$ cat config.mk
export PLATFORM = sky130hd
export DESIGN_NAME = call_ret_seq
export DESIGN_NICKNAME = d
export VERILOG_FILES = /design/src/rtl/crs_pkg.sv /design/src/rtl/crs_target.sv /design/src/rtl/crs_seq.sv /design/src/rtl/crs_lane.sv /design/src/rtl/call_ret_seq.sv
export SDC_FILE = /design/constraint.sdc
export NUM_CORES = 1
export LEC_CHECK = 0
export BUFFER_PORTS_ARGS = -buffer_cell sky130_fd_sc_hd__buf_4
export CORE_UTILIZATION = 60
export CTS_CLUSTER_DIAMETER = 200
export DETAILED_ROUTE_END_ITERATION = 8
export HOLD_SLACK_MARGIN = 0.05
export MAX_ROUTING_LAYER = met4
export PLACE_DENSITY = 0.86
export SYNTH_ARGS = -nofsm -noshare
export SYNTH_HDL_FRONTEND = slang
export SYNTH_SLANG_ARGS = --single-unit
$ cat constraint.sdc
create_clock -name clk -period 7.5 [get_ports clk]
set_clock_uncertainty 0.05 [all_clocks]
set_input_delay 1.125 -clock clk [delete_from_list [all_inputs] [get_ports clk]]
set_output_delay 1.125 -clock clk [all_outputs]
set_load 0.02 [all_outputs]
$ cat src/rtl/crs_pkg.sv
package crs_pkg;
  typedef enum logic [2:0] {
    OP_LCALL = 3'd0,
    OP_ICALL = 3'd1,
    OP_RCALL = 3'd2,
    OP_RET   = 3'd3,
    OP_RETI  = 3'd4
  } crs_op_e;

  function automatic logic op_known(logic [2:0] code);
    return code <= 3'd4;
  endfunction

  function automatic logic op_is_call(crs_op_e o);
    return (o == OP_LCALL) || (o == OP_ICALL) || (o == OP_RCALL);
  endfunction

  // base cost for a two-byte return address, plus one when three bytes move
  function automatic logic [2:0] op_cycles(crs_op_e o, logic wide);
    logic [2:0] base;
    case (o)
      OP_ICALL, OP_RCALL: base = 3'd3;
      default:            base = 3'd4;
    endcase
    return base + {2'b00, wide};
  endfunction
endpackage

$ cat src/rtl/crs_target.sv
module crs_target
  import crs_pkg::*;
#(
  parameter int PC_W = 22
) (
  input  crs_op_e           op,
  input  logic [PC_W-1:0]   pc,
  input  logic [PC_W-1:0]   far_tgt,
  input  logic [15:0]       ptr,
  input  logic [11:0]       rel_off,
  output logic [PC_W-1:0]   ret_addr,
  output logic [PC_W-1:0]   call_tgt
);
  function automatic logic [PC_W-1:0] next_pc(logic [PC_W-1:0] p, logic two_words);
    return p + (two_words ? PC_W'(2) : PC_W'(1));
  endfunction

  function automatic logic [PC_W-1:0] rel_pc(logic [PC_W-1:0] p, logic [11:0] o);
    return p + PC_W'(1) + {{(PC_W-12){o[11]}}, o};
  endfunction

  assign ret_addr = next_pc(pc, op == OP_LCALL);

  always_comb begin
    case (op)
      OP_LCALL: call_tgt = far_tgt;
      OP_ICALL: call_tgt = PC_W'(ptr);
      default:  call_tgt = rel_pc(pc, rel_off);
    endcase
  end
endmodule

$ cat src/rtl/crs_seq.sv
module crs_seq (
  input  logic       clk,
  input  logic       rst_n,
  input  logic       launch,
  input  logic [2:0] len,
  output logic       busy,
  output logic [2:0] step,
  output logic       last
);
  assign last = busy && (step == len - 3'd1);

  always_ff @(posedge clk or negedge rst_n) begin
    if (!rst_n) begin
      busy <= 1'b0;
      step <= 3'd0;
    end else if (launch) begin
      busy <= 1'b1;
      step <= 3'd0;
    end else if (busy) begin
      if (last) busy <= 1'b0;
      else      step <= step + 3'd1;
    end
  end


  step_range_chk: assert property (@(posedge clk) disable iff (!rst_n)
    busy |-> (step < len));


  launch_idle_chk: assert property (@(posedge clk) disable iff (!rst_n)
    launch |-> !busy);
endmodule

$ cat src/rtl/crs_lane.sv
module crs_lane #(
  parameter int NB = 3
) (
  input  logic        busy,
  input  logic        is_call,
  input  logic [2:0]  step,
  input  logic [15:0] sp_base,
  input  logic [23:0] ret_word,
  output logic [15:0] addr,
  output logic        we,
  output logic [7:0]  wdata,
  output logic        rd_en
);
  logic active;

  assign active = busy && (step < 3'(NB));
  // push walks downward from SP, pop walks upward from SP+1
  assign addr   = is_call ? (sp_base - 16'(step)) : (sp_base + 16'(step) + 16'd1);
  assign wdata  = 8'(ret_word >> {step, 3'b000});
  assign we     = active && is_call;
  assign rd_en  = active && !is_call;
endmodule

$ cat src/rtl/call_ret_seq.sv
module call_ret_seq
  import crs_pkg::*;
#(
  parameter int PC_W = 22
) (
  input  logic            clk,
  input  logic            rst_n,
  input  logic            start,
  input  logic [2:0]      op,
  input  logic [PC_W-1:0] pc_in,
  input  logic [PC_W-1:0] far_tgt,
  input  logic [15:0]     ptr_in,
  input  logic [11:0]     rel_off,
  input  logic [15:0]     sp_in,
  input  logic [7:0]      sreg_in,
  output logic [15:0]     mem_addr,
  output logic            mem_we,
  output logic [7:0]      mem_wdata,
  input  logic [7:0]      mem_rdata,
  output logic            busy,
  output logic            done,
  output logic [PC_W-1:0] pc_out,
  output logic [15:0]     sp_out,
  output logic [7:0]      sreg_out,
  output logic [2:0]      cycles_out
);
  localparam int   NB   = (PC_W > 16) ? 3 : 2;
  localparam logic WIDE = (PC_W > 16);

  crs_op_e         op_in, op_q;
  logic            call_q, launch, last, rd_en;
  logic [2:0]      step, len_q;
  logic [15:0]     sp_q;
  logic [23:0]     ret_q;
  logic [PC_W-1:0] tgt_q, pop_q, ret_addr, call_tgt;
  logic [7:0]      sreg_q;

  assign op_in  = crs_op_e'(op);
  assign launch = start && !busy && op_known(op);

  crs_target #(.PC_W(PC_W)) u_target (
    .op(op_in), .pc(pc_in), .far_tgt(far_tgt), .ptr(ptr_in),
    .rel_off(rel_off), .ret_addr(ret_addr), .call_tgt(call_tgt)
  );

  crs_seq u_seq (
    .clk(clk), .rst_n(rst_n), .launch(launch), .len(len_q),
    .busy(busy), .step(step), .last(last)
  );

  crs_lane #(.NB(NB)) u_lane (
    .busy(busy), .is_call(call_q), .step(step), .sp_base(sp_q),
    .ret_word(ret_q), .addr(mem_addr), .we(mem_we), .wdata(mem_wdata),
    .rd_en(rd_en)
  );

  always_ff @(posedge clk or negedge rst_n) begin
    if (!rst_n) begin
      op_q       <= OP_LCALL;
      call_q     <= 1'b0;
      sp_q       <= '0;
      ret_q      <= '0;
      tgt_q      <= '0;
      pop_q      <= '0;
      sreg_q     <= '0;
      len_q      <= 3'd1;
      done       <= 1'b0;
      pc_out     <= '0;
      sp_out     <= '0;
      sreg_out   <= '0;
      cycles_out <= '0;
    end else begin
      done <= 1'b0;
      if (launch) begin
        op_q   <= op_in;
        call_q <= op_is_call(op_in);
        sp_q   <= sp_in;
        ret_q  <= 24'(ret_addr);
        tgt_q  <= call_tgt;
        sreg_q <= sreg_in;
        len_q  <= op_cycles(op_in, WIDE);
        pop_q  <= '0;
      end else if (rd_en) begin
        // most significant byte arrives first; excess top bits fall off
        pop_q <= PC_W'({pop_q, mem_rdata});
      end
      if (last) begin
        done       <= 1'b1;
        pc_out     <= call_q ? tgt_q : pop_q;
        sp_out     <= call_q ? (sp_q - 16'(NB)) : (sp_q + 16'(NB));
        sreg_out   <= (op_q == OP_RETI) ? (sreg_q | 8'h80) : sreg_q;
        cycles_out <= len_q;
      end
    end
  end


  we_in_call_chk: assert property (@(posedge clk) disable iff (!rst_n)
    mem_we |-> (busy && call_q));


  done_pulse_chk: assert property (@(posedge clk) disable iff (!rst_n)
    done |=> !done);


  done_after_busy_chk: assert property (@(posedge clk) disable iff (!rst_n)
    done |-> (!busy && $past(busy)));


  call_sp_chk: assert property (@(posedge clk) disable iff (!rst_n)
    (done && call_q) |-> ((sp_out + 16'(NB)) == sp_q));


  ret_sp_chk: assert property (@(posedge clk) disable iff (!rst_n)
    (done && !call_q) |-> ((sp_out - 16'(NB)) == sp_q));


  reti_i_chk: assert property (@(posedge clk) disable iff (!rst_n)
    (done && op_q == OP_RETI) |-> sreg_out[7]);
endmodule

# --- Word-level counts from Yosys, hierarchy flattened ---
# Cells that the tools add are included.
totals:
  reg_bits: 151
  input_bits: 110
  out_inout_bits: 76
  word_cells: 66
classes:
  add_sub_neg: 11
  magnitude_cmp: 2
  eq_ne: 5
  n_shift: 1
  mux: 17
  reduce_logical: 15
op_table:
  columns: ["cell", "n"]
  rows:
  - ["$mux W22", 3]
  - ["$add A22 B22 Y22", 2]
  - ["$pmux W22 S2", 1]
  - ["$mux W16", 2]
  - ["$add A22 B1 Y22 const B", 1]
  - ["$shr A22 B6 Y8", 1]
  - ["$add A16 B1 Y16 const B", 1]
  - ["$add A16 B2 Y16 const B", 1]
  - ["$add A16 B3 Y16", 1]
  - ["$sub A16 B2 Y16 const B", 1]
  - ["$sub A16 B3 Y16", 1]
  - ["$mux W3", 5]
  - ["$mux W8", 1]
  - ["$add A3 B1 Y3 const B", 2]
  - ["$logic_and A1 B1 Y1", 6]
  - ["$mux W1", 4]
  - ["$reduce_bool A2 Y1", 2]
  - ["$eq A3 B1 Y1 const B", 1]
  - ["$eq A3 B2 Y1 const B", 1]
  - ["$eq A3 B3 Y1", 1]
  - ["$eq A3 B3 Y1 const B", 1]
  - ["$le A3 B3 Y1 const B", 1]
  - ["$logic_not A3 Y1", 1]
  - ["$lt A3 B2 Y1 const B", 1]
  - ["other kinds (7)", 9]

# --- Depth between registers and ports, before layout ---
# Gate-level depths: netlist of run 1.
logic_depth:
  word_depth: 6
  ltp_mapped: 13
  mapped_depth_nobuf: 11

# --- Hierarchy ---
# From an unflattened synthesis of run 1, not the netlist that was laid out.
unflattened:
  cells_unflattened: 951
  hier_area_um2: 9544.2
by_module_without_submodules:
  columns: ["module", "instances", "cells_per_inst", "area_each_um2", "seq_area_each_um2"]
  rows:
  - ["call_ret_seq", 1, 521, 6438.7, 3629.7]
  - ["crs_target", 1, 267, 1885.6, 0.0]
  - ["crs_lane", 1, 134, 897.1, 0.0]
  - ["crs_seq", 1, 29, 322.8, 100.1]

# --- Least setup slack after synthesis of run 1 ---
# OpenSTA, ideal clock, no wires.
synth_timing:
  path_type: "in2reg"
  from: "input op[2]"
  to: "register ret_q[18]"
  setup_ps: 136
  arrival_ps: 3305
  t_required_ps: 7314
  path_slack_ps: 4010
  cell_stages: 13
  path_buffers: 2
  cell_sequence: "buf_2 or2_2 buf_2 nor2_1 inv_1 ha_1 fa_1 nand3_1 or3_1 nor2_1 nand2_1 xor2_1 o21ai_0"
synth_between:
  elab_chain_cells: 3
  elab_cells_between_ends: 5
  classes_between: "add/sub: 1; order compare: 1; mux: 1; reduce/logical: 2"
synth_rtl:
  columns: ["item", "line", "rtl"]
  rows:
  - ["start: declaration", "call_ret_seq.sv:9", "input logic [2:0] op,"]
  - ["$logic_not A3 Y1", "crs_target.sv:22", "assign ret_addr = next_pc(pc, op == OP_LCALL);"]
  - ["$mux W2", "crs_target.sv:15", "return p + (two_words ? PC_W'(2) : PC_W'(1));"]
  - ["$add A22 B22 Y22", "crs_target.sv:15", null]
  - ["end signal: assignment", "call_ret_seq.sv:78", "ret_q <= 24'(ret_addr);"]
  - ["end: declaration", "call_ret_seq.sv:34", "logic [23:0] ret_q;"]
# Several ways; a longest one is shown, not always the timed one.
# A chain may end at the register's enable or synchronous reset.

# --- Worst setup path in the final report of run 1 ---
layout_timing:
  from: "register u_seq.step[1]"
  to: "output mem_addr[13]"
layout_between:
  elab_chain_cells: 3
  elab_cells_between_ends: 4
  classes_between: "add/sub: 3; mux: 1"
layout_rtl:
  columns: ["item", "line", "rtl"]
  rows:
  - ["start: declaration", "crs_seq.sv:7", "output logic [2:0] step,"]
  - ["start signal: assignment", "crs_seq.sv:21", "else step <= step + 3'd1;"]
  - ["$add A16 B3 Y16", "crs_lane.sv:18", "assign addr = is_call ? (sp_base - 16'(step)) : (sp_base + 16'(step) + 16'd1);"]
  - ["$add A16 B1 Y16", "crs_lane.sv:18", null]
  - ["$mux W16 *", "crs_lane.sv:18", null]
  - ["end: declaration", "call_ret_seq.sv:16", "output logic [15:0] mem_addr,"]
# Mark *: on every way between the ends. The rest lies on a longest branch, timed or not.

==> results.ini, run 1 <==
[cts]
tritoncts = built
numClockSinks = 149
worstSkewPairLatency_ns = 0.43
ctsHtreeMaxLevel = 4
clk_transition_reported_paths_ns = 0.06
post_cts_resize_count = 0
cts.path.max_buffers = 2
cts_root_cell = clkbuf_16
holdBufCountCts = 0
cts_post_setup_buffers_inserted = 0
cts_buffers = 17

[min_path]
worst_hold_path_type = flop to flop

[global_route]
first_global_vias = 7714
grt_pass1_wl_um = 38900
grt_overflow_total = 0
groute.usage.overall = 0.324
initial_antenna_violation_count = 0
grt_start_max_net_pins = 96

[sta]
unrepaired_setup_endpoints_after_global_routing = no
fin_crit_sh = 0.610
report.final.slew_viol_count = 0
postLayoutSetupSlackWorst_ns = 2.92
fmax_ghz = 0.218
relative_max_transition_margin = 0.328
timing.final.crit_period_ns = 4.58
sum_of_negative_setup_slack_ns = 0
hold_viol = 0
setup_viol = 0
tightest_slew_ns = 1.01

[final_layout]
finish.instance_area_mm2 = 0.0110
nets = 1345
layout.cells.non_filler = 1383
diodes = 0
layout-drive-gt1-share = 0.203
area_growth_syn_to_layout_pct = 22.4

[status]
status = completed

[worst_setup_path]
worst-path-max-fanout = 16
crit_type = flop to output port
cp_data_required_time_ns = 6.32
setup_crit_end_kind = output port
critPathArrivalTime_ns = 3.40
crit_path_start_kind = flop

[power_and_ir_drop]
p_leak_uw = 0.00544
pwr_density_cell_mw_per_mm2 = 435
ir_drop_mv = 0.196

[floorplanning]
die_x_extent_um = 125
floorplan.core_area_mm2 = 0.0146
io_pins = 186
floorplan.initialDensity = 0.619
design.die.area_mm2 = 0.0155
core.rowCount = 44
die_h_um = 125

[synthesis]
synth.avg_cell_area_um2 = 8.76
synth.net_count = 1189
synth.cell_area_mm2 = 0.00903
synth_cells = 1030
ys_seq_area_frac = 0.413
yosys_top_cell_area_share = 0.410
synth_flop_type = dfrtp_1
netlist.top_cell.by_area = dfrtp_1
yosys-top-cells-area = dfrtp_1 41%, nand2_1 9.2%, ha_1 6.1%
synth_enable_flop_cells = 0
synth.distinct_cells = 68
async_reset_ff_frac = 1.00
synth_seq_cells = 149
yosysWarningCount = 0

[route]
routed-via-count = 8112
drtAntennaViolNets = 0
routed_wire_length_per_instance_um = 17.2
drt_pass1_iterations = 6
drc_errors = 0
totalWireLength_um = 23800
via_per_inst = 5.87
drtIter0Drc = 527

[placed_design]
placed_cells = 1351
pre_cts_ws_ns = 3.43
placement.io_buffers = 184
detailedPlacementHpwl_um = 17300
routabilityCongestion = 0.953
dpl_cell_area_mm2 = 0.0105

[job]
drv_cap = 0

-- cells in the final DEF (no fill, tap or decap), types with 4 or more instances in the layout --
master | netlist | final
o211ai_1 | 4 | 4
nand4_1 | 13 | 13
inv_6 | 0 | 4
a22o_1 | 22 | 22
buf_4 | 2 | 188
mux2i_1 | 46 | 46
xor2_1 | 28 | 28
mux2_2 | 4 | 4
o21a_1 | 5 | 5
a211oi_1 | 6 | 6
o22ai_1 | 4 | 4
o21ai_1 | 5 | 5
nor2_1 | 65 | 65
ha_1 | 44 | 44
a31oi_1 | 6 | 6
xnor2_1 | 37 | 37
nor2b_1 | 6 | 6
nand2b_1 | 10 | 10
fa_1 | 5 | 5
a21o_1 | 9 | 8
dfrtp_1 | 148 | 147
and3_1 | 10 | 10
o21ai_0 | 102 | 102
nand3_1 | 27 | 27
nand2_1 | 221 | 221
inv_1 | 23 | 23
nor3_1 | 19 | 19
clkbuf_16 | 0 | 17
a21oi_1 | 59 | 59
-- sequential cells by signal, summed over array words and instances, names as in the netlist, 3 cells and up --
register and count:
sreg_q 8, pop_q 22, op_q 3, sp_q 16, pc_out 22, tgt_q 22, sreg_out 8, u_seq.step 3
sp_out 16, ret_q 22
-- where the power goes --
part	total, µW	switching [µW]	leakage [µW]	internal (µW)
clock network	848	376	0.000294	471
logic	2440	1420	0.00328	1030
registers	1520	349	0.00187	1170
total	4810	2140	0.00544	2660
-- critical path, cell delays in order (launching register included) --
cell	delay, ns
dfrtp_1	0.79
inv_1	0.26
ha_1	0.36
nor2b_1	0.14
o21ai_0	0.29
nand4_1	0.29
nor2_1	0.16
a22oi_1	0.13
nor2_1	0.18
xor2_1	0.20
buf_4	0.17
-- per-stage QoR --
step / hold WS [ns] / power (µW) / utilization
2_1_floorplan: 0.389 / 3100 / -
3_3_place_gp: 0.394 / 3860 / 0.717
3_5_place_dp: 0.402 / 3940 / 0.717
4_1_cts: 0.422 / 4810 / 0.757
5_1_grt: 0.454 / 5140 / 0.757
6_report: 0.421 / 4810 / 0.757
-- Yosys cell counts (all sizes together), types with 7 or more instances --
library cell / number
a22o: 22
nand2: 221
xor2: 28
ha: 44
nand2b: 11
o21ai: 108
dfrtp: 148
a211oi: 8
nor3: 19
and3: 10
xnor2: 38
mux2i: 46
nand3: 28
a21o: 9
nor2: 65
a31oi: 7
a21oi: 60
buf: 22
clkbuf: 30
nand4: 13
inv: 23
-- path summary, 6_finish.rpt --
kind                                     end     startpoint  cells past startpoint  slack, ns
worst min-delay path             sreg_out[2]      sreg_q[2]                      2       0.42
min in group asynchronous         sp_out[12]          rst_n                      1       0.62
max in group asynchronous             call_q          rst_n                      2       5.26
worst max-delay path            mem_addr[13]  u_seq.step[1]                     10       2.92
worst min register to register   sreg_out[2]      sreg_q[2]                      2       0.42
worst max register to register    sp_out[15]  u_seq.step[1]                      8       4.25
-- routing by layer --
metal  track usage  vias to the layer above  wire length [µm]
met5             -                        -                 0
met4        0.0992                        0               453
met3        0.0541                       39              1470
met2         0.530                      341             11900
met1         0.413                     3833             10000
li1              -                     3899                 -
-- cell type report --
type	count	area, µm²
flip-flops and latches	149	3730
clock inverters	15	164
fillers	1060	3540
inverters	24	90.1
repair buffers	189	1420
well taps	184	230
multi-input cells	805	4980
clock buffers	17	425
-- cells by family after synthesis --
logic type	after synthesis	share of synthesized area
buffers and inverters	76	0.0359
multiplexers	50	0.0560
AO/OA/AOI/OAI	250	0.170
adder cells (fa/ha/maj)	49	0.0721
other	1	0.000415
XOR/XNOR	66	0.0649
AND/OR/NAND/NOR	389	0.188
flip-flops	149	0.413
Power figures use the tool's default switching activity.
==> run 2, diff against run 1 <==
CORE_UTILIZATION = 50   (was 60)
PLACE_DENSITY = 0.77   (was 0.86)
clock period = 4 ns   (was 7.5 ns; I/O delays follow)
==> run 2 against run 1 <==
Net effect:
- critical path depth rose by 1
- global-route usage fell by 4.7 points
- hold slack got worse by 0.24 ns
- via count fell by 2.6%
- clock power rose by 76%
- non-clock buffer count rose by 5
- cell area rose by 0.38%
- register-to-register slack got worse by 3.3 ns
==> results.ini, run 2 (same netlist as run 1, synthesis figures left out) <==
[status]
status = completed  ; unchanged

[final_layout]
nets = 1350  ; was 1345
area_growth_syn_to_layout_pct = 22.8  ; was 22.4%
diodes = 0  ; unchanged
final_common_cell = nand2_1  ; unchanged
final_cell_mix = 221 x nand2_1, 193 x buf_4, 147 x dfrtp_1  ; was 221 x nand2_1, 188 x buf_4, 147 x dfrtp_1
layout-drive-gt1-share = 0.205  ; was 0.203

[power_and_ir_drop]
ir_drop_mv = 0.536  ; was 0.196 mV
p_leak_uw = 0.00543  ; was 0.00544 µW
pwr_density_cell_mw_per_mm2 = 803  ; was 435 mW/mm²

[sta]
unrepaired_setup_endpoints_after_global_routing = no  ; unchanged
relative_max_transition_margin = 0.355  ; was 0.328
fmax_ghz = 0.278
postLayoutSetupSlackWorst_ns = 0.406  ; was 2.92 ns
fin_crit_sh = 0.898
setup_viol = 0  ; unchanged
sum_of_negative_setup_slack_ns = 0  ; unchanged
hold_viol = 0  ; unchanged
report.final.slew_viol_count = 0  ; unchanged
tightest_slew_ns = 0.967  ; was 1.01 ns
timing.final.crit_period_ns = 3.59

[placed_design]
detailedPlacementHpwl_um = 17900  ; was 17300 µm
pre_cts_ws_ns = 0.874  ; was 3.43 ns
routabilityCongestion = 0.913  ; was 0.953
placement.io_buffers = 184  ; unchanged

[route]
routed_wire_length_per_instance_um = 16.7  ; was 17.2 µm
drt_pass1_iterations = 5  ; was 6
routed-via-count = 7901  ; was 8112
drtIter0Drc = 572  ; was 527
via_per_inst = 5.53  ; was 5.87
drtAntennaViolNets = 0  ; unchanged
drc_errors = 0  ; unchanged
totalWireLength_um = 23900  ; was 23800 µm

[worst_setup_path]
setup_crit_end_kind = output port  ; unchanged
crit_path_start_kind = flop  ; unchanged
rr_startpoint = call_q  ; was u_seq.step[1]
slack_of_the_worst_reg_to_reg_path_ns = 0.91  ; was 4.25 ns
crit_path_max_incr_delay_ns = 0.59  ; was 0.79 ns
reg2reg_to = sp_out[12]  ; was sp_out[15]
worst_path_most_repeated_cell = inv_1  ; was nor2_1
critPathSlowestCell = dfrtp_1  ; unchanged
cp_data_required_time_ns = 3.35  ; was 6.32 ns
r2r_cells = 9  ; was 8
worst-path-max-fanout = 16  ; unchanged
critPathArrivalTime_ns = 2.94  ; was 3.40 ns
timing.critical_path.max_delay_family = compound AO/OA/AOI/OAI gates  ; was flip-flops
worst-path-buf-inv = 3  ; was 2
crit_type = flop to output port  ; unchanged
path_cells = inv_1 > ha_1 > inv_1 > fa_1 > nor2b_1 > o21ai_0 > o21a_1 > a21oi_1 > nand2_1 > xnor2_1 > buf_4  ; was inv_1 > ha_1 > nor2b_1 > o21ai_0 > nand4_1 > nor2_1 > a22oi_1 > nor2_1 > xor2_1 > buf_4

[floorplanning]
design.die.area_mm2 = 0.0186  ; was 0.0155 mm²
core.rowCount = 48  ; was 44
io_pins = 186  ; unchanged
floorplan.core_area_mm2 = 0.0175  ; was 0.0146 mm²
die_h_um = 136  ; was 125 µm
die_x_extent_um = 136  ; was 125 µm
floorplan.initialDensity = 0.517  ; was 0.619

[cts]
post_cts_resize_count = 0  ; unchanged
holdBufCountCts = 0  ; unchanged
worstSkewPairLatency_ns = 0.42  ; was 0.43 ns
cts_buffers = 17  ; unchanged
tritoncts = built  ; unchanged
ctsHtreeMaxLevel = 4  ; unchanged
cts.path.max_buffers = 2  ; unchanged
numClockSinks = 149  ; unchanged
cts_post_setup_buffers_inserted = 0  ; unchanged
cts_root_cell = clkbuf_16  ; unchanged
clk_transition_reported_paths_ns = 0.07  ; was 0.06 ns

[global_route]
grt_start_max_net_pins = 93  ; was 96
grt_overflow_total = 0  ; unchanged
first_global_vias = 7554  ; was 7714
groute.usage.overall = 0.277  ; was 0.324
grt_pass1_wl_um = 38300  ; was 38900 µm
initial_antenna_violation_count = 0  ; unchanged

[min_path]
worst_hold_path_type = input pin to async pin  ; was flop to flop

[job]
drv_cap = 0  ; unchanged

[run 2: cell count changes in the layout (fill, tap and decap cells not counted)]
cell        previous run  this run
buf_4                188       193
clkinvlp_4             0         3
inv_6                  4         7
clkinv_8               2         0
inv_8                  3         1
bufinv_16              1         0
clkbuf_1               0         1
clkinv_2               3         2
clkinv_4               2         1
[run 2: power breakdown]
part           switching [µW]  internal [µW]  total, µW
clock                     677            809       1490
sequential                679           2190       2860
combinational            2620           1930       4550
[run 2: cell type report]
type | count | area (µm²)
clock buffer | 18 | 429
clock inverter | 14 | 114
fill | 1540 | 6390
inverter | 24 | 90.1
multi-input combinational | 805 | 4980
sequential | 149 | 3730
tap | 225 | 282
timing repair buffer | 194 | 1460
[run 2: routing by layer]
layer | track usage | wire length [µm] | vias up
met4 | 0.0772 | 335 | 0
met2 | 0.448 | 11500 | 240
met1 | 0.357 | 10700 | 3734
met5 | - | 0 | -
li1 | - | - | 3899
met3 | 0.0485 | 1260 | 28
[run 2: stage by stage]
| step | cell area, µm² | hold slack [ns] | util | power, µW | std cells |
|---|---|---|---|---|---|
| final | 11100 | 0.185 | 0.634 | 8900 | 1429 |
| after global routing | 11100 | 0.240 | 0.634 | 9560 | 1429 |
| after CTS | 11100 | 0.217 | 0.634 | 8930 | 1429 |
| after detailed placement | 10500 | 0.400 | 0.603 | 7420 | 1397 |
| after global placement | 10500 | 0.394 | 0.603 | 7310 | 1397 |
| after floorplan | 9030 | 0.254 | - | 5820 | 1030 |
[run 2: worst reg2reg max path: stages (launching register included)]
cell	delay, ns
dfrtp_2	0.64
clkinv_1	0.37
fa_1	0.56
a211oi_1	0.29
o21ai_0	0.17
a31oi_2	0.30
o221ai_1	0.17
a21oi_1	0.20
xor2_1	0.16
o21ai_1	0.07
[run 2: worst max path at each step]
stage	from	endpoint	slack, ns	cells past startpoint
2_1_floorplan	op[2]	ret_q[18]	1.03	13
3_3_place_gp	op[2]	ret_q[18]	0.90	12
3_5_place_dp	op[2]	ret_q[18]	0.87	12
4_1_cts	u_seq.step[0]	mem_addr[12]	0.42	11
5_1_grt	u_seq.step[2]	mem_addr[13]	0.18	9
6_report	u_seq.step[0]	mem_addr[12]	0.41	11
